--- src/rtl/fgen_pkg.sv ---
package fgen_pkg;
    localparam int NUM_SRC = 3;
    localparam int SRC_W   = 2;

    typedef enum logic [1:0] {
        GS_OFF  = 2'd0,
        GS_LOW  = 2'd1,
        GS_HIGH = 2'd2
    } gen_state_e;

    typedef enum logic [SRC_W-1:0] {
        SRC_CPU  = 2'd0,
        SRC_AUX  = 2'd1,
        SRC_AUX2 = 2'd2
    } src_sel_e;
endpackage

--- src/rtl/fgen_srcsync.sv ---
module fgen_srcsync
    import fgen_pkg::*;
(
    input  logic               clk,
    input  logic               rst,
    input  logic [NUM_SRC-1:0] src,
    output logic [NUM_SRC-1:0] tick
);
    logic [NUM_SRC-1:0] s1_q, s2_q;

    always_ff @(posedge clk) begin
        if (rst) begin
            s1_q <= '0;
            s2_q <= '0;
        end else begin
            s1_q <= src;
            s2_q <= s1_q;
        end
    end

    // one event per sampled source half-period
    assign tick = s1_q ^ s2_q;
endmodule

--- src/rtl/fgen_cfgregs.sv ---
module fgen_cfgregs
    import fgen_pkg::*;
#(
    parameter int NGEN      = 6,
    parameter int PER_REG   = 3,
    parameter int FIELD_W   = 10,
    parameter int REG_W     = 32,
    parameter int SCALE_BIT = 30,
    parameter int DIV_W     = FIELD_W - 2,
    parameter int RATIO_W   = DIV_W + 2
) (
    input  logic                          clk,
    input  logic                          rst,
    input  logic                          ext_mode,
    input  logic                          wr_en,
    input  logic                          wr_sel,
    input  logic [REG_W-1:0]              wr_data,
    input  logic [NGEN-1:0]               en_cmd,
    input  logic [NGEN-1:0]               dis_cmd,
    output logic [REG_W-1:0]              cfg_a,
    output logic [REG_W-1:0]              cfg_b,
    output logic [NGEN-1:0]               want_on,
    output logic [NGEN-1:0][SRC_W-1:0]    want_src,
    output logic [NGEN-1:0][RATIO_W-1:0]  want_ratio
);
    localparam int NREG = (NGEN + PER_REG - 1) / PER_REG;

    logic [REG_W-1:0]           regs_q [NREG];
    logic [REG_W-1:0]           regs_d [NREG];
    logic [NGEN-1:0][1:0]       shd_q, shd_d;

    always_comb begin
        regs_d = regs_q;
        shd_d  = shd_q;
        if (wr_en) begin
            regs_d[wr_sel] = wr_data;
            for (int g = 0; g < NGEN; g++) begin
                if ((g / PER_REG) == int'(wr_sel) &&
                    wr_data[FIELD_W*(g%PER_REG) +: 2] != 2'd0)
                    shd_d[g] = wr_data[FIELD_W*(g%PER_REG) +: 2];
            end
        end else begin
            for (int g = 0; g < NGEN; g++) begin
                if (dis_cmd[g]) begin
                    if (ext_mode) regs_d[g/PER_REG][FIELD_W*(g%PER_REG) +: 2] = 2'd0;
                    else          regs_d[g/PER_REG][FIELD_W*(g%PER_REG) + 1]  = 1'b0;
                end else if (en_cmd[g]) begin
                    if (ext_mode) regs_d[g/PER_REG][FIELD_W*(g%PER_REG) +: 2] = shd_q[g];
                    else          regs_d[g/PER_REG][FIELD_W*(g%PER_REG) + 1]  = 1'b1;
                end
            end
        end
    end

    always_ff @(posedge clk) begin
        if (rst) begin
            for (int r = 0; r < NREG; r++) regs_q[r] <= '0;
            for (int g = 0; g < NGEN; g++) shd_q[g] <= 2'd1;
        end else begin
            for (int r = 0; r < NREG; r++) regs_q[r] <= regs_d[r];
            shd_q <= shd_d;
        end
    end

    assign cfg_a = regs_q[0];
    assign cfg_b = regs_q[NREG-1];

    for (genvar g = 0; g < NGEN; g++) begin : g_dec
        localparam int RI  = g / PER_REG;
        localparam int OFF = FIELD_W * (g % PER_REG);
        logic [FIELD_W-1:0] fld;
        logic [RATIO_W-1:0] base;
        logic               scl;

        assign fld  = regs_q[RI][OFF +: FIELD_W];
        assign scl  = regs_q[RI][SCALE_BIT];
        assign base = RATIO_W'(fld[FIELD_W-1:2]) + RATIO_W'(1);

        assign want_on[g]    = ext_mode ? (fld[1:0] != 2'd0) : fld[1];
        assign want_src[g]   = ext_mode ?
                               ((fld[1:0] == 2'd1) ? SRC_AUX2 :
                                (fld[1:0] == 2'd3) ? SRC_AUX  : SRC_CPU) :
                               (fld[0] ? SRC_AUX : SRC_CPU);
        assign want_ratio[g] = (ext_mode && scl) ? base : (base << 1);
    end
endmodule

--- src/rtl/fgen_gen.sv ---
module fgen_gen
    import fgen_pkg::*;
#(
    parameter int RATIO_W = 10
) (
    input  logic               clk,
    input  logic               rst,
    input  logic [NUM_SRC-1:0] tick,
    input  logic               want_on,
    input  logic [SRC_W-1:0]   want_src,
    input  logic [RATIO_W-1:0] want_ratio,
    output logic               gclk
);
    localparam int PAD = (1 << SRC_W) - NUM_SRC;

    gen_state_e         st_q, st_d;
    logic [SRC_W-1:0]   src_q, src_d;
    logic [RATIO_W-1:0] rat_q, rat_d, cnt_q, cnt_d;
    logic [(1<<SRC_W)-1:0] tick_pad;
    logic               ev, last;

    assign tick_pad = {{PAD{1'b0}}, tick};
    assign ev       = tick_pad[src_q];
    assign last     = (cnt_q == rat_q - RATIO_W'(1));

    always_comb begin
        st_d  = st_q;
        src_d = src_q;
        rat_d = rat_q;
        cnt_d = cnt_q;
        unique case (st_q)
            GS_OFF: begin
                if (want_on) begin
                    st_d  = GS_LOW;
                    src_d = want_src;
                    rat_d = want_ratio;
                    cnt_d = '0;
                end
            end
            GS_LOW: begin
                if (ev) begin
                    if (last) begin
                        cnt_d = '0;
                        st_d  = GS_HIGH;
                    end else begin
                        cnt_d = cnt_q + RATIO_W'(1);
                    end
                end
            end
            GS_HIGH: begin
                if (ev) begin
                    if (last) begin
                        cnt_d = '0;
                        if (want_on) begin
                            st_d  = GS_LOW;
                            src_d = want_src;
                            rat_d = want_ratio;
                        end else begin
                            st_d = GS_OFF;
                        end
                    end else begin
                        cnt_d = cnt_q + RATIO_W'(1);
                    end
                end
            end
            default: st_d = GS_OFF;
        endcase
    end

    always_ff @(posedge clk) begin
        if (rst) begin
            st_q  <= GS_OFF;
            src_q <= '0;
            rat_q <= RATIO_W'(2);
            cnt_q <= '0;
        end else begin
            st_q  <= st_d;
            src_q <= src_d;
            rat_q <= rat_d;
            cnt_q <= cnt_d;
        end
    end

    always_comb gclk = (st_q == GS_HIGH);
endmodule

--- src/rtl/fgen_bank.sv ---
module fgen_bank
    import fgen_pkg::*;
#(
    parameter int NGEN      = 6,
    parameter int PER_REG   = 3,
    parameter int FIELD_W   = 10,
    parameter int REG_W     = 32,
    parameter int SCALE_BIT = 30
) (
    input  logic             clk,
    input  logic             rst,
    input  logic             ext_mode,
    input  logic             src_cpu,
    input  logic             src_aux,
    input  logic             src_aux2,
    input  logic             wr_en,
    input  logic             wr_sel,
    input  logic [REG_W-1:0] wr_data,
    input  logic [NGEN-1:0]  en_cmd,
    input  logic [NGEN-1:0]  dis_cmd,
    output logic [REG_W-1:0] cfg_a,
    output logic [REG_W-1:0] cfg_b,
    output logic [NGEN-1:0]  gen_clk
);
    localparam int DIV_W   = FIELD_W - 2;
    localparam int RATIO_W = DIV_W + 2;

    logic [NUM_SRC-1:0]              tick;
    logic [NGEN-1:0]                 want_on;
    logic [NGEN-1:0][SRC_W-1:0]      want_src;
    logic [NGEN-1:0][RATIO_W-1:0]    want_ratio;

    fgen_srcsync u_sync (
        .clk  (clk),
        .rst  (rst),
        .src  ({src_aux2, src_aux, src_cpu}),
        .tick (tick)
    );

    fgen_cfgregs #(
        .NGEN      (NGEN),
        .PER_REG   (PER_REG),
        .FIELD_W   (FIELD_W),
        .REG_W     (REG_W),
        .SCALE_BIT (SCALE_BIT),
        .DIV_W     (DIV_W),
        .RATIO_W   (RATIO_W)
    ) u_regs (
        .clk        (clk),
        .rst        (rst),
        .ext_mode   (ext_mode),
        .wr_en      (wr_en),
        .wr_sel     (wr_sel),
        .wr_data    (wr_data),
        .en_cmd     (en_cmd),
        .dis_cmd    (dis_cmd),
        .cfg_a      (cfg_a),
        .cfg_b      (cfg_b),
        .want_on    (want_on),
        .want_src   (want_src),
        .want_ratio (want_ratio)
    );

    for (genvar g = 0; g < NGEN; g++) begin : g_gen
        fgen_gen #(.RATIO_W(RATIO_W)) u_gen (
            .clk        (clk),
            .rst        (rst),
            .tick       (tick),
            .want_on    (want_on[g]),
            .want_src   (want_src[g]),
            .want_ratio (want_ratio[g]),
            .gclk       (gen_clk[g])
        );
    end
endmodule

--- config.mk ---
export PLATFORM = sky130hd
export DESIGN_NAME = fgen_bank
export DESIGN_NICKNAME = d
export VERILOG_FILES = /design/src/rtl/fgen_pkg.sv /design/src/rtl/fgen_srcsync.sv /design/src/rtl/fgen_cfgregs.sv /design/src/rtl/fgen_gen.sv /design/src/rtl/fgen_bank.sv
export SDC_FILE = /design/constraint.sdc
export NUM_CORES = 1
export LEC_CHECK = 0
export BUFFER_PORTS_ARGS = -buffer_cell sky130_fd_sc_hd__buf_4
export CAP_MARGIN = 5
export CORE_UTILIZATION = 50
export CTS_BUF_LIST = sky130_fd_sc_hd__clkbuf_8
export CTS_CLUSTER_DIAMETER = 100
export DETAILED_ROUTE_END_ITERATION = 16
export GPL_ROUTABILITY_DRIVEN = 0
export HOLD_SLACK_MARGIN = 0.15
export PLACE_DENSITY = 0.74
export SYNTH_ARGS = -nofsm -noshare
export SYNTH_HDL_FRONTEND = slang
export SYNTH_SLANG_ARGS = --single-unit
--- constraint.sdc ---
create_clock -name clk -period 7.2 [get_ports clk]
set_input_delay 0.72 -clock clk [delete_from_list [all_inputs] [get_ports clk]]
set_output_delay 0.72 -clock clk [all_outputs]
set_load 0.02 [all_outputs]
==> run summary <==
Seq/Total Area, Yosys: 33.5%
Max-slew headroom: 28.0%
Hold Crit Class: in2reg
WP data required: 7640 ps
Post-route ant nets: 0
Netlist cell types: 84
Synth Register Bits: 226
Core Area: 0.0263 mm2
1st-iter DRT viols: 1,194
Fill cell count: 2,413
CTS tree: yes
Slew Limit Fails: 0
Clk slew on worst S/H paths: 70 ps
EDFF count, synth: 0
Root Buffer: clkbuf_8
Grt ovf: 0
Crit start category: register
Clk_lat worst skew: 540 ps
DR WL/cell: 16.9 um
CP peak stage delay: 740 ps
Initial antenna violation count: 0
Crit path max fanout: 8
Nets: 1,903
Power per standard cell area: 218 mW/mm2
Starting Density: 51.4%
Antenna diodes: 0
CP Class: reg2reg
Total track usage: 26.1%
Main flop type after synthesis: dfxtp_1
Worst setup EP type: register
Die area: 0.0277 mm2
Post-Syn Area: 0.0135 mm2
Hold Buf Count CTS: 0
# H-tree levels: 2
Fin crit period: 3160 ps
Max IR drop VDD: 0.134 mV
Slowest cell on the critical path: o41ai_2
Post-route DRC: 1
Final setup violation count: 0
Final Cycle Share: 43.9%
Via count: 13.0k
Top Ports: 122
TNS Setup: 0 ps
Die Wd: 166 um
Syn nets: 1,831
Clk sinks: 226
DR vias/cell: 6.01
Status: finished, violations left
Row Count: 59
Largest net degree at the start of global routing: 94
Worst-Margin Slew: 1070 ps
TritonCTS Buffers: 41
First-pass GRT wire length: 59,900 um
Worst path cell trace: inv_1 > ha_1 > nor3b_1 > and4b_1 > a31oi_1 > and2_1 > o41ai_2 > nand2_1 > a31o_2
Cts repair resizes: 0
Synth Area per Inst: 7.78 um2
Failing checks: DRC
Async S/R FF share, synth: 0%
RSZ-0062 raised after global routing: no
P&R area growth vs syn: 13.6%
Synth Instances: 1,737
Layout cells sized above 1: 13.1%
MaxCap Viol Count: 0
Clock skew: 17.0 ps
WL final: 36,700 um
Die extent in y: 166 um
Fin. Hold Viols: 0
Static Leakage: 5.88 nW
Arr. time, crit path: 3600 ps
Buffers on Ports: 121
Clock Tree Buf Depth: 3
FMAX: 316 MHz
DP Wirelength: 26,300 um
Vias in the first global route: 12.0k
Post-CTS Setup Inserts: 0
1st-pass router iterations: 14
Yosys warns: 0
Power Total: 3.35 mW
worst max-delay path, delay by kind of cell (launching register included):
family	cells	cell delay (ps)
compound gates	3	1120
buf+inv	1	70
flops	1	360
fa+ha+maj	1	260
simple gates	4	1250
stage by stage:
step	instance area, um2	hold WS, ps	utilization (%)	instances	setup WS (ps)
2_1_floorplan	13500	433	-	1737	4270
3_3_place_gp	14500	443	55.2	2101	4160
3_5_place_dp	14500	447	55.2	2101	4110
4_1_cts	15300	375	58.4	2169	4090
5_1_grt	15300	390	58.4	2169	3800
6_report	15300	403	58.4	2169	4040
path summary, 6_finish.rpt:
| path | start | to | slack (ps) | cells after the start |
|---|---|---|---|---|
| worst min register to register | u_regs.shd_q[7]$_SDFFE_PP0P_ | u_regs.shd_q[7]$_SDFFE_PP0P_ | 450 | 2 |
| worst max-delay path | g_gen[2].u_gen.rat_q[0]$_SDFFE_PP0P_ | g_gen[2].u_gen.rat_q[4]$_SDFFE_PP0P_ | 4040 | 9 |
| worst min-delay path | src_aux | u_sync.s1_q[1]$_SDFF_PP0_ | 400 | 2 |
| worst max register to register | g_gen[2].u_gen.rat_q[0]$_SDFFE_PP0P_ | g_gen[2].u_gen.rat_q[4]$_SDFFE_PP0P_ | 4040 | 9 |
cell usage in the layout (no fill, tap or decap), types with 6 or more instances in the layout:
master,n
nand3_1,64
nor3_1,31
o32ai_1,6
buf_4,131
o211ai_1,25
a31oi_1,15
nor2b_1,16
nor3b_1,6
inv_1,59
a311oi_1,12
mux2i_1,29
a211oi_1,15
xor2_1,66
nand2b_1,12
a31o_2,10
nor4_1,12
o41ai_1,11
nand4_1,41
and2_1,13
dfxtp_1,226
or3_1,20
o22ai_1,8
or4_1,10
nand2_1,254
or3b_2,8
a21o_1,11
a211o_1,12
xnor2_1,74
o21ai_0,58
or2_2,9
nand3b_1,6
nor2_1,164
a21oi_1,156
o2111ai_1,7
clkbuf_8,49
o31ai_1,16
ha_1,42
and3_1,27
flip-flops by register name, indices dropped and copies added (netlist names):
| signal | cells |
|---|---|
| g_gen.u_gen.cnt_q | 60 |
| g_gen.u_gen.rat_q | 60 |
| g_gen.u_gen.src_q | 12 |
| g_gen.u_gen.st_q | 12 |
| u_regs.cfg_a | 32 |
| u_regs.cfg_b | 32 |
| u_regs.shd_q | 12 |
| u_sync.s1_q | 3 |
| u_sync.s2_q | 3 |
area by class of cell:
class	count	area, um2	area share [%]
clock buffer	49	674	4.39
clock inverter	19	168	1.09
inverter	52	195	1.27
multi-input combinational	1357	8380	54.6
sequential	226	4520	29.5
tap	335	419	2.73
timing repair buffer	131	983	6.41
metal layers:
layer | GRT usage, % | wire, um | vias up
met5 | 0 | 0 | -
met4 | 11.2 | 1360 | 0
li1 | - | - | 6358
met1 | 34.7 | 16100 | 6116
met3 | 4.79 | 2830 | 82
met2 | 41.2 | 16400 | 478
cells in the mapped netlist (12+ instances only):
master | count | share of area, %
nand2b_1 | 12 | 0.56
nand4_1 | 41 | 1.9
a211oi_1 | 15 | 0.83
a31oi_1 | 15 | 0.69
a21oi_1 | 156 | 5.8
buf_1 | 20 | 0.56
a211o_1 | 12 | 0.78
inv_1 | 51 | 1.4
xnor2_1 | 74 | 4.8
nor3_1 | 31 | 1.1
o211ai_1 | 25 | 1.4
clkbuf_1 | 73 | 2.0
or3_1 | 20 | 0.93
mux2i_1 | 29 | 2.1
and3_1 | 27 | 1.2
o21ai_0 | 58 | 2.1
nand3_1 | 64 | 2.4
nor2b_1 | 17 | 0.79
o31ai_1 | 16 | 0.89
nor2_1 | 164 | 4.6
ha_1 | 42 | 3.9
nand2_1 | 254 | 7.1
xor2_1 | 66 | 4.3
a311oi_1 | 12 | 0.78
dfxtp_1 | 226 | 33
nor4_1 | 12 | 0.56
and2_1 | 13 | 0.60
report_power, final:
| part | total (mW) | switching, mW | internal [mW] |
|---|---|---|---|
| Sequential | 1.40 | 0.0912 | 1.31 |
| Combinational | 0.685 | 0.408 | 0.278 |
| Clock | 1.26 | 0.540 | 0.722 |
logic make-up after synthesis:
family	Yosys count	share of synthesized area, %
simple gates	717	25.5
compound gates	425	21.1
flops	226	33.5
buf+inv	154	4.51
xor+xnor	140	9.07
fa+ha+maj	42	3.89
mux	33	2.48
Power figures use the tool's default switching activity.
